===== config.mk =====
export PLATFORM = sky130hd
export DESIGN_NAME = cs_sense_ctrl
export DESIGN_NICKNAME = d
export VERILOG_FILES = /design/src/rtl/cs_pkg.sv /design/src/rtl/cs_sel_reg.sv /design/src/rtl/cs_sh_fsm.sv /design/src/rtl/cs_blank_timer.sv /design/src/rtl/cs_sense_ctrl.sv
export SDC_FILE = /design/constraint.sdc
export NUM_CORES = 1
export LEC_CHECK = 0
export BUFFER_PORTS_ARGS = -buffer_cell sky130_fd_sc_hd__buf_2
export CORE_AREA = 2 2 50 52
export DETAILED_ROUTE_END_ITERATION = 10
export DIE_AREA = 0 0 52 54
export HOLD_SLACK_MARGIN = 0.03
export PLACE_DENSITY = 0.81
export RECOVER_POWER = 25
export SYNTH_ARGS = -nofsm -noshare
export SYNTH_HDL_FRONTEND = slang
export SYNTH_SLANG_ARGS = --single-unit

===== constraint.sdc =====
create_clock -name clk -period 3 [get_ports clk]
set_input_delay 0.15 -clock clk [delete_from_list [all_inputs] [get_ports clk]]
set_output_delay 0.15 -clock clk [all_outputs]
set_load 0.1 [all_outputs]

===== src/rtl/cs_pkg.sv =====
package cs_pkg;

  typedef enum logic [1:0] {
    SH_ZERO  = 2'd0,
    SH_TRACK = 2'd1,
    SH_HOLD  = 2'd2
  } sh_mode_e;

  localparam logic [1:0] RCLS_NONE = 2'd0;
  localparam logic [1:0] RCLS_LOW  = 2'd1;
  localparam logic [1:0] RCLS_MID  = 2'd2;
  localparam logic [1:0] RCLS_HIGH = 2'd3;

endpackage


===== src/rtl/cs_sel_reg.sv =====
module cs_sel_reg #(
  parameter int unsigned SEL_W = 4,
  parameter int unsigned NCH   = 11,
  parameter logic [(1<<SEL_W)-1:0] MON_MASK  = 16'h0FF2,
  parameter logic [(1<<SEL_W)-1:0] MID_MASK  = 16'h0030,
  parameter logic [(1<<SEL_W)-1:0] HIGH_MASK = 16'h0600,
  parameter logic [(1<<SEL_W)-1:0] DUAL_MASK = 16'h0180,
  parameter int unsigned DUAL_BASE = 7
) (
  input  logic             clk,
  input  logic             rst_n,
  input  logic             we_i,
  input  logic [SEL_W-1:0] code_i,
  input  logic [NCH-1:0]   drive_i,
  input  logic [1:0]       led_i,
  output logic [SEL_W-1:0] sel_q,
  output logic             sel_valid_q,
  output logic             valid_d,
  output logic             on_d,
  output logic             chg_d,
  output logic [1:0]       ratio_o
);
  import cs_pkg::*;

  localparam int unsigned NCODE = 1 << SEL_W;

  logic [SEL_W-1:0] sel_d;
  logic [NCODE-1:0] drv_ext;

  // map drive bits onto code positions; unused codes see no drive
  genvar k;
  generate
    for (k = 0; k < NCODE; k++) begin : g_drv
      if (k >= 1 && k <= NCH) begin : g_used
        assign drv_ext[k] = drive_i[k-1];
      end else begin : g_unused
        assign drv_ext[k] = 1'b0;
      end
    end
  endgenerate

  always_comb begin
    sel_d   = we_i ? code_i : sel_q;
    chg_d   = we_i && (code_i != sel_q);
    valid_d = MON_MASK[sel_d];
    on_d    = valid_d && drv_ext[sel_d];
  end

  always_ff @(posedge clk or negedge rst_n) begin
    if (!rst_n) begin
      sel_q       <= '0;
      sel_valid_q <= 1'b0;
    end else begin
      if (we_i) begin
        sel_q       <= code_i;
        sel_valid_q <= valid_d;
      end
    end
  end

  // ratio class of the selected channel
  logic led_bit;
  always_comb begin
    led_bit = (sel_q == SEL_W'(DUAL_BASE)) ? led_i[0] : led_i[1];
    if (!sel_valid_q)           ratio_o = RCLS_NONE;
    else if (DUAL_MASK[sel_q])  ratio_o = led_bit ? RCLS_HIGH : RCLS_LOW;
    else if (MID_MASK[sel_q])   ratio_o = RCLS_MID;
    else if (HIGH_MASK[sel_q])  ratio_o = RCLS_HIGH;
    else                        ratio_o = RCLS_LOW;
  end

  a_r2_valid_tracks_mask: assert property (@(posedge clk) disable iff (!rst_n)
    we_i |=> (sel_valid_q == MON_MASK[sel_q]));

  a_r10_none_when_invalid: assert property (@(posedge clk) disable iff (!rst_n)
    !sel_valid_q |-> (ratio_o == RCLS_NONE));

  a_r11_same_code_keeps: assert property (@(posedge clk) disable iff (!rst_n)
    (we_i && !chg_d) |=> $stable(sel_q));

endmodule


===== src/rtl/cs_sh_fsm.sv =====
module cs_sh_fsm (
  input  logic             clk,
  input  logic             rst_n,
  input  logic             valid_d,
  input  logic             on_d,
  input  logic             chg_d,
  output cs_pkg::sh_mode_e mode_q
);
  import cs_pkg::*;

  sh_mode_e mode_d;

  always_comb begin
    mode_d = mode_q;
    if (!valid_d)                mode_d = SH_ZERO;
    else if (on_d)               mode_d = SH_TRACK;
    else if (chg_d)              mode_d = SH_ZERO;
    else if (mode_q == SH_TRACK) mode_d = SH_HOLD;
  end

  always_ff @(posedge clk or negedge rst_n) begin
    if (!rst_n) mode_q <= SH_ZERO;
    else        mode_q <= mode_d;
  end

  a_r4_track_when_on: assert property (@(posedge clk) disable iff (!rst_n)
    on_d |=> (mode_q == SH_TRACK));

  a_r5_hold_after_track: assert property (@(posedge clk) disable iff (!rst_n)
    (mode_q == SH_TRACK && valid_d && !on_d && !chg_d) |=> (mode_q == SH_HOLD));

  a_r6_zero_on_change_off: assert property (@(posedge clk) disable iff (!rst_n)
    (chg_d && !on_d) |=> (mode_q == SH_ZERO));

  a_r3_zero_when_invalid: assert property (@(posedge clk) disable iff (!rst_n)
    !valid_d |=> (mode_q == SH_ZERO));

  a_r5_no_hold_from_zero: assert property (@(posedge clk) disable iff (!rst_n)
    (mode_q == SH_ZERO) |=> (mode_q != SH_HOLD));

endmodule


===== src/rtl/cs_blank_timer.sv =====
module cs_blank_timer #(
  parameter int unsigned BLANK_CYC = 65
) (
  input  logic clk,
  input  logic rst_n,
  input  logic valid_d,
  input  logic on_d,
  input  logic chg_d,
  output logic settled_o
);
  localparam int unsigned CNT_W = $clog2(BLANK_CYC + 1);

  logic [CNT_W-1:0] cnt_q, cnt_d;
  logic             on_q;
  logic             rise;
  logic             cnt_en;

  always_comb begin
    rise   = on_d && (!on_q || chg_d);
    cnt_en = 1'b1;
    cnt_d  = cnt_q;
    if (!valid_d)                       cnt_d = '0;
    else if (rise)                      cnt_d = CNT_W'(BLANK_CYC);
    else if (chg_d)                     cnt_d = '0;
    else if (on_d && (cnt_q != '0))     cnt_d = cnt_q - 1'b1;
    else                                cnt_en = 1'b0;
  end

  always_ff @(posedge clk or negedge rst_n) begin
    if (!rst_n) begin
      cnt_q <= '0;
      on_q  <= 1'b0;
    end else begin
      on_q <= on_d;
      if (cnt_en) cnt_q <= cnt_d;
    end
  end

  assign settled_o = (cnt_q == '0);

  a_r8_no_overflow: assert property (@(posedge clk) disable iff (!rst_n)
    cnt_q <= CNT_W'(BLANK_CYC));

  a_r8_restart_blanks: assert property (@(posedge clk) disable iff (!rst_n)
    rise |=> !settled_o);

  a_r9_frozen_when_off: assert property (@(posedge clk) disable iff (!rst_n)
    (valid_d && !on_d && !chg_d) |=> $stable(cnt_q));

endmodule


===== src/rtl/cs_sense_ctrl.sv =====
module cs_sense_ctrl #(
  parameter int unsigned SEL_W     = 4,
  parameter int unsigned NCH       = 11,
  parameter int unsigned BLANK_CYC = 65
) (
  input  logic             clk,
  input  logic             rst_n,
  input  logic             sel_we_i,
  input  logic [SEL_W-1:0] sel_code_i,
  input  logic [NCH-1:0]   drive_i,
  input  logic [1:0]       led_mode_i,
  output logic [SEL_W-1:0] mux_sel_o,
  output logic             sel_valid_o,
  output logic             track_o,
  output logic             hold_o,
  output logic             zero_o,
  output logic             sense_ok_o,
  output logic [1:0]       ratio_cls_o
);
  import cs_pkg::*;

  logic [SEL_W-1:0] sel_q;
  logic             sel_valid_q;
  logic             valid_d, on_d, chg_d;
  logic             settled;
  sh_mode_e         mode_q;

  cs_sel_reg #(.SEL_W(SEL_W), .NCH(NCH)) u_sel (
    .clk         (clk),
    .rst_n       (rst_n),
    .we_i        (sel_we_i),
    .code_i      (sel_code_i),
    .drive_i     (drive_i),
    .led_i       (led_mode_i),
    .sel_q       (sel_q),
    .sel_valid_q (sel_valid_q),
    .valid_d     (valid_d),
    .on_d        (on_d),
    .chg_d       (chg_d),
    .ratio_o     (ratio_cls_o)
  );

  cs_sh_fsm u_fsm (
    .clk     (clk),
    .rst_n   (rst_n),
    .valid_d (valid_d),
    .on_d    (on_d),
    .chg_d   (chg_d),
    .mode_q  (mode_q)
  );

  cs_blank_timer #(.BLANK_CYC(BLANK_CYC)) u_blank (
    .clk       (clk),
    .rst_n     (rst_n),
    .valid_d   (valid_d),
    .on_d      (on_d),
    .chg_d     (chg_d),
    .settled_o (settled)
  );

  always_comb begin
    mux_sel_o   = sel_valid_q ? sel_q : '0;
    sel_valid_o = sel_valid_q;
    track_o     = (mode_q == SH_TRACK);
    hold_o      = (mode_q == SH_HOLD);
    zero_o      = (mode_q == SH_ZERO);
    sense_ok_o  = sel_valid_q && settled;
  end

  a_r4_one_mode: assert property (@(posedge clk) disable iff (!rst_n)
    $onehot({track_o, hold_o, zero_o}));

  a_r3_invalid_outputs: assert property (@(posedge clk) disable iff (!rst_n)
    !sel_valid_o |-> (zero_o && !sense_ok_o && mux_sel_o == '0));

  a_r1_reset_quiet: assert property (@(posedge clk)
    !rst_n |-> (zero_o && !sel_valid_o && !sense_ok_o));

endmodule


==> results of run 1 <==
## metrics by stage
| stage | util, % | cell area, um2 | cells |
|---|---|---|---|
| 2_1_floorplan | - | 1220 | 143 |
| 3_3_place_gp | 59.2 | 1370 | 197 |
| 3_5_place_dp | 59.2 | 1370 | 197 |
| 4_1_cts | 60.8 | 1410 | 202 |
| 5_1_grt | 60.7 | 1410 | 202 |
| 6_report | 60.7 | 1410 | 202 |
## Yosys cell counts (2+ instances only)
cell type  instances  area [um2]
a31oi_1            2        12.5
o32ai_1            2        17.5
nor2b_1            3        18.8
ha_1               4        50.1
a21oi_2            2        17.5
buf_2              2        10.0
o311ai_0           2        17.5
nor3b_1            2        15.0
buf_4              3        22.5
a21oi_1            6        30.0
o22ai_1            3        18.8
o21ai_0            2        10.0
inv_1              9        33.8
nor3_1             3        15.0
a211oi_1           2        15.0
nor2_1            20        75.1
xnor2_1            4        35.0
mux2i_1            2        20.0
or3_1              2        12.5
nand2b_1           6        37.5
a21o_1             2        15.0
o41ai_1            4        35.0
nand3b_1           4        30.0
o311ai_1           3        26.3
nand2_1            9        33.8
dfrtp_1           15         375
nand3_1            2        10.0
and2_1             5        31.3
## layer usage
metal  track usage, %  up-vias  part of all wire [%]
met1             26.6      549                    45
met3             5.56        2                   4.0
met4             6.14        0                  0.68
met2             37.3       31                    50
li1                 -      581                     -
met5                0        -                     0
## area by class of cell
| class | count | share of cell area (%) |
|---|---|---|
| Multi-Input combinational cell | 112 | 54.5 |
| Sequential cell | 15 | 26.6 |
| Timing Repair Buffer | 32 | 11.8 |
| Tap cell | 30 | 2.66 |
| Inverter | 9 | 2.40 |
| Clock buffer | 3 | 1.60 |
| Clock inverter | 1 | 0.355 |
## report_power, final
part / switching (uW) / total, uW / internal [uW]
sequential: 34.3 / 263 / 229
clock: 70.6 / 120 / 49.6
combinational: 380 / 513 / 133
total: 485 / 896 / 411
## critical path: stages (launching register included)
cell and delay (ns):
dfrtp_1 0.57, inv_1 0.17, ha_1 0.32, nor2_1 0.05, o22ai_1 0.12, o311ai_0 0.14
nor2_1 0.11, buf_2 0.43
## final timing paths
check	to	slack (ns)	cells after the start
setup / recovery	ratio_cls_o[1]	0.67	7
hold / removal	u_sel.sel_q[2]	0.20	3
setup reg to reg	u_blank.cnt_q[5]	0.74	8
hold reg to reg	u_blank.cnt_q[4]	0.57	2
max in group asynchronous	u_fsm.mode_q[0]	2.01	2
min in group asynchronous	u_blank.cnt_q[2]	0.47	2
## placed cells by master, fill, tap and decap left out, types with 3 or more instances in the layout
cell type | Yosys | final
nor2b_1 | 3 | 3
o41ai_1 | 4 | 4
clkbuf_4 | 0 | 3
nand2_1 | 9 | 9
and2_1 | 5 | 5
o311ai_1 | 3 | 3
nand3b_1 | 4 | 4
o22ai_1 | 3 | 3
nor2_1 | 20 | 20
dfrtp_1 | 15 | 15
a21oi_1 | 6 | 6
buf_2 | 2 | 29
inv_1 | 9 | 9
ha_1 | 4 | 4
xnor2_1 | 4 | 4
nor3_1 | 3 | 3
nand2b_1 | 6 | 6
## cell families after synthesis
| logic type | count (synthesis) |
|---|---|
| xor gates and xnor gates | 4 |
| and+or+nand+nor | 61 |
| adders and majority gates | 4 |
| buffers and inverters | 16 |
| muxes | 4 |
| AOI/OAI and AO/OA | 39 |
| DFF | 15 |
## flip-flops by register name, indices dropped and copies added (netlist names)
name and flops:
u_fsm.mode_q 2, u_blank.cnt_q 7, u_blank.on_q 1, u_sel.sel_valid_q 1, u_sel.sel_q 4
## timing repair
| item | CTS | global route |
|---|---|---|
| hold endpoints to repair | 15 | 0 |
| hold buffers | 1 | 0 |
| setup buffers | 0 | 0 |
| gates resized for setup | 0 | 0 |
==> summary.md, run 1 <==
| Metric | Value |
|---|---|
| Status | `finished clean` |
| Fraction of layout cells with a size suffix above 1 | `25.0%` |
| Post-Synth XOR/XNOR Area | `2.86%` |
| Largest net degree at the start of global routing | `19` |
| H-Tree Depth | `1` |
| Via-per-instance ratio | `5.76` |
| Mapped Nets | `167` |
| EDFF count, synth | `0` |
| Final Max Tran Viols | `0` |
| Hpwl dp | `2100 um` |
| Area grow syn2layout | `15.0%` |
| Multi-input gate area | `768 um2` |
| Placer Congestion | `0.871` |
| Hold Crit Start | `sel_code_i[2]` |
| Initial DRT Pass Iterations | `4` |
| CP arrival | `2.18 ns` |
| Worst Setup Start Kind | `flip-flop` |
| Min Tclk post-route | `2.33 ns` |
| Worst Hold Class | `in -> reg` |
| Initial antenna violation count | `0` |
| Setup CP Type | `reg -> out` |
| Simple-Gate Fraction of Synth Area | `26.4%` |
| Clock Skews | `0.00687 ns` |
| Peak supply drop | `0.356 mV` |
| Final net count | `197` |
| Largest family of logic cells by synthesized area | `simple AND/OR/NAND/NOR gates` |
| Synth Instances | `143` |
| Total length of routed wires | `2790 um` |
| Number of global-route vias before repair | `1076` |
| First-pass GRT wire length | `4490 um` |
| Latest clock arrival within the worst-skew pair | `0.29 ns` |
| Tcrit/Tclk final | `77.6%` |
| Synth cell types | `46` |
| CTS tree | `yes` |
| I/O Pins | `31` |
| CP startpoint | `u_sel.sel_q[1]` |
| Crit-path max FO | `8` |
| Setup violators final | `0` |
| Filler cells | `213` |
| Main flop type after synthesis | `dfrtp_1` |
| Synth warnings | `0` |
| Reg clk slew, reported paths | `0.10 ns` |
| Complex-gate fraction of the synthesized area | `25.0%` |
| Core ar. | `2320 um2` |
| Ant. Diodes | `0` |
| FF+latch count, synth | `15` |
| FF+latch area | `375 um2` |
| Mux contribution to synthesized area | `4.39%` |
| Slew @ Worst Pin | `0.836 ns` |
| Drt initial violations | `29` |
| Inserted Clock Buffers | `3` |
| Residual DRC | `0` |
| WL/cell | `13.8 um` |
| DR vias | `1163` |
| RSZ-0062 raised after global routing | `false` |
| Fin Setup TNS | `0 ns` |
| Die W | `52 um` |
| Static leakage | `0.000643 uW` |
| Source of the worst register-to-register timing path | `u_sel.sel_q[0]` |
| CTS root buffer | `clkbuf_4` |
| Worst slack, placed | `0.718 ns` |
| Clock Path Buffers | `2` |
| Slew headroom | `44.3%` |
| Critical Path End Type | `output pin` |
| Async set-reset flop share out of synthesis | `100%` |
| Final Hold Fails | `0` |
| Power Dens Cells | `636 nW/um2` |
| Die Y | `54 um` |
| F_max | `0.429 GHz` |
| Share of the yosys chip area belonging to registers | `30.6%` |
| Worst Path Required | `2.85 ns` |
| Port Buffer Count | `30` |
| Starting density of the core | `52.8%` |
| Pwr Total | `896 uW` |
| GRT Util Overall | `21.6%` |
| Max-Cap Viols | `0` |
| GRT overflow | `0` |
| Final ANT Viol Nets | `0` |
| Adder-cell share of the synthesized area | `4.09%` |
| Die ar. | `2810 um2` |
| Avg Inst Size Synth | `8.57 um2` |
| Worst hold margin | `0.203 ns` |
| Worst setup margin | `0.671 ns` |
| Cell Area, Synth | `1220 um2` |
| Clock Sink Count | `15` |
| Floorplan row count | `18` |
(Power assumes the default switching activity.)
==> inputs of run 2 (changes only) <==
--- a/config.mk
+++ b/config.mk
@@ -6,11 +6,11 @@
 export NUM_CORES = 1
 export LEC_CHECK = 0
 export BUFFER_PORTS_ARGS = -buffer_cell sky130_fd_sc_hd__buf_2
-export CORE_AREA = 2 2 50 52
+export CORE_AREA = 2 2 55 57
 export DETAILED_ROUTE_END_ITERATION = 10
-export DIE_AREA = 0 0 52 54
+export DIE_AREA = 0 0 57 59
 export HOLD_SLACK_MARGIN = 0.03
-export PLACE_DENSITY = 0.81
+export PLACE_DENSITY = 0.71
 export RECOVER_POWER = 25
 export SYNTH_ARGS = -nofsm -noshare
 export SYNTH_HDL_FRONTEND = slang
==> constraint.sdc (replaced) <==
create_clock -name clk -period 2.1 [get_ports clk]
set_input_delay 0.105 -clock clk [delete_from_list [all_inputs] [get_ports clk]]
set_output_delay 0.105 -clock clk [all_outputs]
set_load 0.1 [all_outputs]
==> summary.md, run 2 (synthesis results as in run 1) <==
| Metric | Value |
|---|---|
| Final Hold Fails | `0 (unchanged)` |
| Biggest regs | `u_blank.cnt_q (7), u_sel.sel_q (4), u_fsm.mode_q (2) (unchanged)` |
| FF+latch area | `378 um2 (was 375 um2)` |
| Initial DRT Pass Iterations | `6 (was 4)` |
| Critical Path End Type | `flip-flop (was output pin)` |
| I/O Pins | `31 (unchanged)` |
| Via-per-instance ratio | `5.67 (was 5.76)` |
| Setup violators final | `0 (unchanged)` |
| Max reg flops | `7 (unchanged)` |
| Die ar. | `3360 um2 (was 2810 um2)` |
| Port Buffer Count | `30 (unchanged)` |
| CP arrival | `2.23 ns (was 2.18 ns)` |
| Drt initial violations | `28 (was 29)` |
| Residual DRC | `0 (unchanged)` |
| Ant. Diodes | `0 (unchanged)` |
| Filler cells | `259 (was 213)` |
| Largest net degree at the start of global routing | `16 (was 19)` |
| Multi-input gate area | `842 um2 (was 768 um2)` |
| Worst Hold Class | `in -> reg (unchanged)` |
| Inserted Clock Buffers | `3 (unchanged)` |
| Max-Cap Viols | `0 (unchanged)` |
| GRT overflow | `0 (unchanged)` |
| GRT Util Overall | `20.5% (was 21.6%)` |
| Worst Setup Start Kind | `flip-flop (unchanged)` |
| Total length of routed wires | `3280 um (was 2790 um)` |
| Final ANT Viol Nets | `0 (unchanged)` |
| Latest clock arrival within the worst-skew pair | `0.29 ns (about the same)` |
| Slew headroom | `41.2% (was 44.3%)` |
| DP Area | `1510 um2 (was 1370 um2)` |
| DR vias | `1247 (was 1163)` |
| Top reg by flops | `u_blank.cnt_q (unchanged)` |
| Combinational cell fraction of total power | `60.9% (was 57.2%)` |
| Most common cell after layout, fill and taps aside | `buf_2 (unchanged)` |
| P_int | `665 uW (was 411 uW)` |
| Setup CP Type | `reg -> reg (was reg -> out)` |
| Core ar. | `2710 um2 (was 2320 um2)` |
| Sw Share | `53.0% (was 54.1%)` |
| Number of global-route vias before repair | `1179 (was 1076)` |
| Min Tclk post-route | `2.07 ns` |
| Die W | `57 um (was 52 um)` |
| Floorplan row count | `19 (was 18)` |
| First-pass GRT wire length | `5410 um (was 4490 um)` |
| Static leakage | `0.000760 uW (was 0.000643 uW)` |
| Area grow syn2layout | `33.3% (was 15.0%)` |
| Hpwl dp | `2520 um (was 2100 um)` |
| F_max | `0.482 GHz` |
| Finished Core Util | `60.2% (was 60.7%)` |
| Slew @ Worst Pin | `0.882 ns (was 0.836 ns)` |
| Initial antenna violation count | `0 (unchanged)` |
| RSZ-0062 raised after global routing | `true (was false)` |
| Worst Path Required | `2.26 ns (was 2.85 ns)` |
| Clock Skews | `0.00693 ns (was 0.00687 ns)` |
| Status | `finished clean (unchanged)` |
| Die Y | `59 um (was 54 um)` |
| Fin area | `1630 um2 (was 1410 um2)` |
| Fraction of layout cells with a size suffix above 1 | `39.2% (was 25.0%)` |
| Power Dens Cells | `867 nW/um2 (was 636 nW/um2)` |
| Final net count | `214 (was 197)` |
| Fin Setup TNS | `0 ns (unchanged)` |
| Clk pwr share | `12.4% (was 13.4%)` |
| Reg clk slew, reported paths | `0.11 ns (was 0.10 ns)` |
| Clock Sink Count | `15 (unchanged)` |
| Crit-path max FO | `8 (unchanged)` |
| Clock Path Buffers | `2 (unchanged)` |
| Placed insts | `212 (was 197)` |
| Final Max Tran Viols | `0 (unchanged)` |
| CTS tree | `yes (unchanged)` |
| H-Tree Depth | `1 (unchanged)` |
| Starting density of the core | `45.2% (was 52.8%)` |
| Placer Congestion | `0.847 (was 0.871)` |
| CTS root buffer | `clkbuf_4 (unchanged)` |
| Commonest non-fill, non-tap cells in the layout | `buf_2, buf_4, nor2_1, dfrtp_1 (was buf_2, nor2_1, dfrtp_1, inv_1, nand2_1)` |
| Non-filler cells, final | `220 (was 202)` |
| Psw | `750 uW (was 485 uW)` |
| WL/cell | `14.9 um (was 13.8 um)` |
| Register share of total power | `26.7% (was 29.4%)` |
| Peak supply drop | `0.709 mV (was 0.356 mV)` |
| Tcrit/Tclk final | `98.8%` |
## run 2: changes by cell type in the layout (fill, tap and decap cells not counted), moves of 2 or more
cell and change:
buf_4 +16, nor2_1 -4, o41ai_1 -4, o41ai_2 +4
nor2_2 +3, dfrtp_1 -2, dfrtp_2 +2, o311ai_0 -2
o311ai_1 +2
## run 2: cell type report
cell class	instances	area share, %
Inverter	9	2.07
Clock buffer	3	1.38
Tap cell	31	2.38
Sequential cell	15	23.1
Clock inverter	1	0.307
Multi-Input combinational cell	112	51.6
Timing Repair Buffer	49	19.2
## run 2: critical path, stage by stage, from the launching register on
cell      delay [ns]
dfrtp_2         0.47
inv_1           0.11
o311ai_1        0.37
o21ai_2         0.12
a21oi_2         0.32
a21oi_1         0.08
o311ai_1        0.32
o41ai_2         0.14
## run 2: stage by stage
step / hold slack (ns) / setup WS, ns / total power [uW]
after floorplan: -0.191 / -0.0537 / 993
after global placement: 0.0333 / 0.0480 / 1170
after detailed placement: 0.0366 / -0.0674 / 1180
after CTS: 0.166 / 0.0155 / 1380
after global routing: 0.180 / -0.0480 / 1490
final: 0.173 / 0.0261 / 1410
## run 2: power by group through the flow
stage	clock [uW]	sequential (uW)	combinational, uW
6_report	176	378	861
4_1_cts	182	375	820
3_5_place_dp	0	381	800
2_1_floorplan	0	394	600
5_1_grt	191	384	913
3_3_place_gp	0	378	789
## run 2: repair_timing
action                                 in CTS  in global routing
endpoints found under the hold margin      15                  0
setup endpoints to repair                   4                  8
resized for setup                           5                  9
hold buffers                                1                  0
pin swaps                                   4                  6
buffers inserted                            2                  1
## run 2: final timing paths
kind | slack, ns | end | from | cells after the start
worst min-delay path | 0.17 | u_sel.sel_q[2] | sel_code_i[2] | 3
worst max-delay path | 0.03 | u_blank.cnt_q[4] | u_sel.sel_q[0] | 7
max in group asynchronous | 1.06 | u_sel.sel_q[0] | rst_n | 2
min in group asynchronous | 0.44 | u_sel.sel_q[3] | rst_n | 2
worst min register to register | 0.58 | u_fsm.mode_q[0] | u_fsm.mode_q[0] | 2
worst max register to register | 0.03 | u_blank.cnt_q[4] | u_sel.sel_q[0] | 7
## run 2: metal layers
layer	vias up	global-route usage (%)	share of wire (%)	wire length, um
met1	592	26.0	44	1450
met5	-	0	0	0
met2	34	35.3	51	1670
met3	6	4.80	3.5	116
li1	615	-	-	-
met4	0	5.32	1.3	44
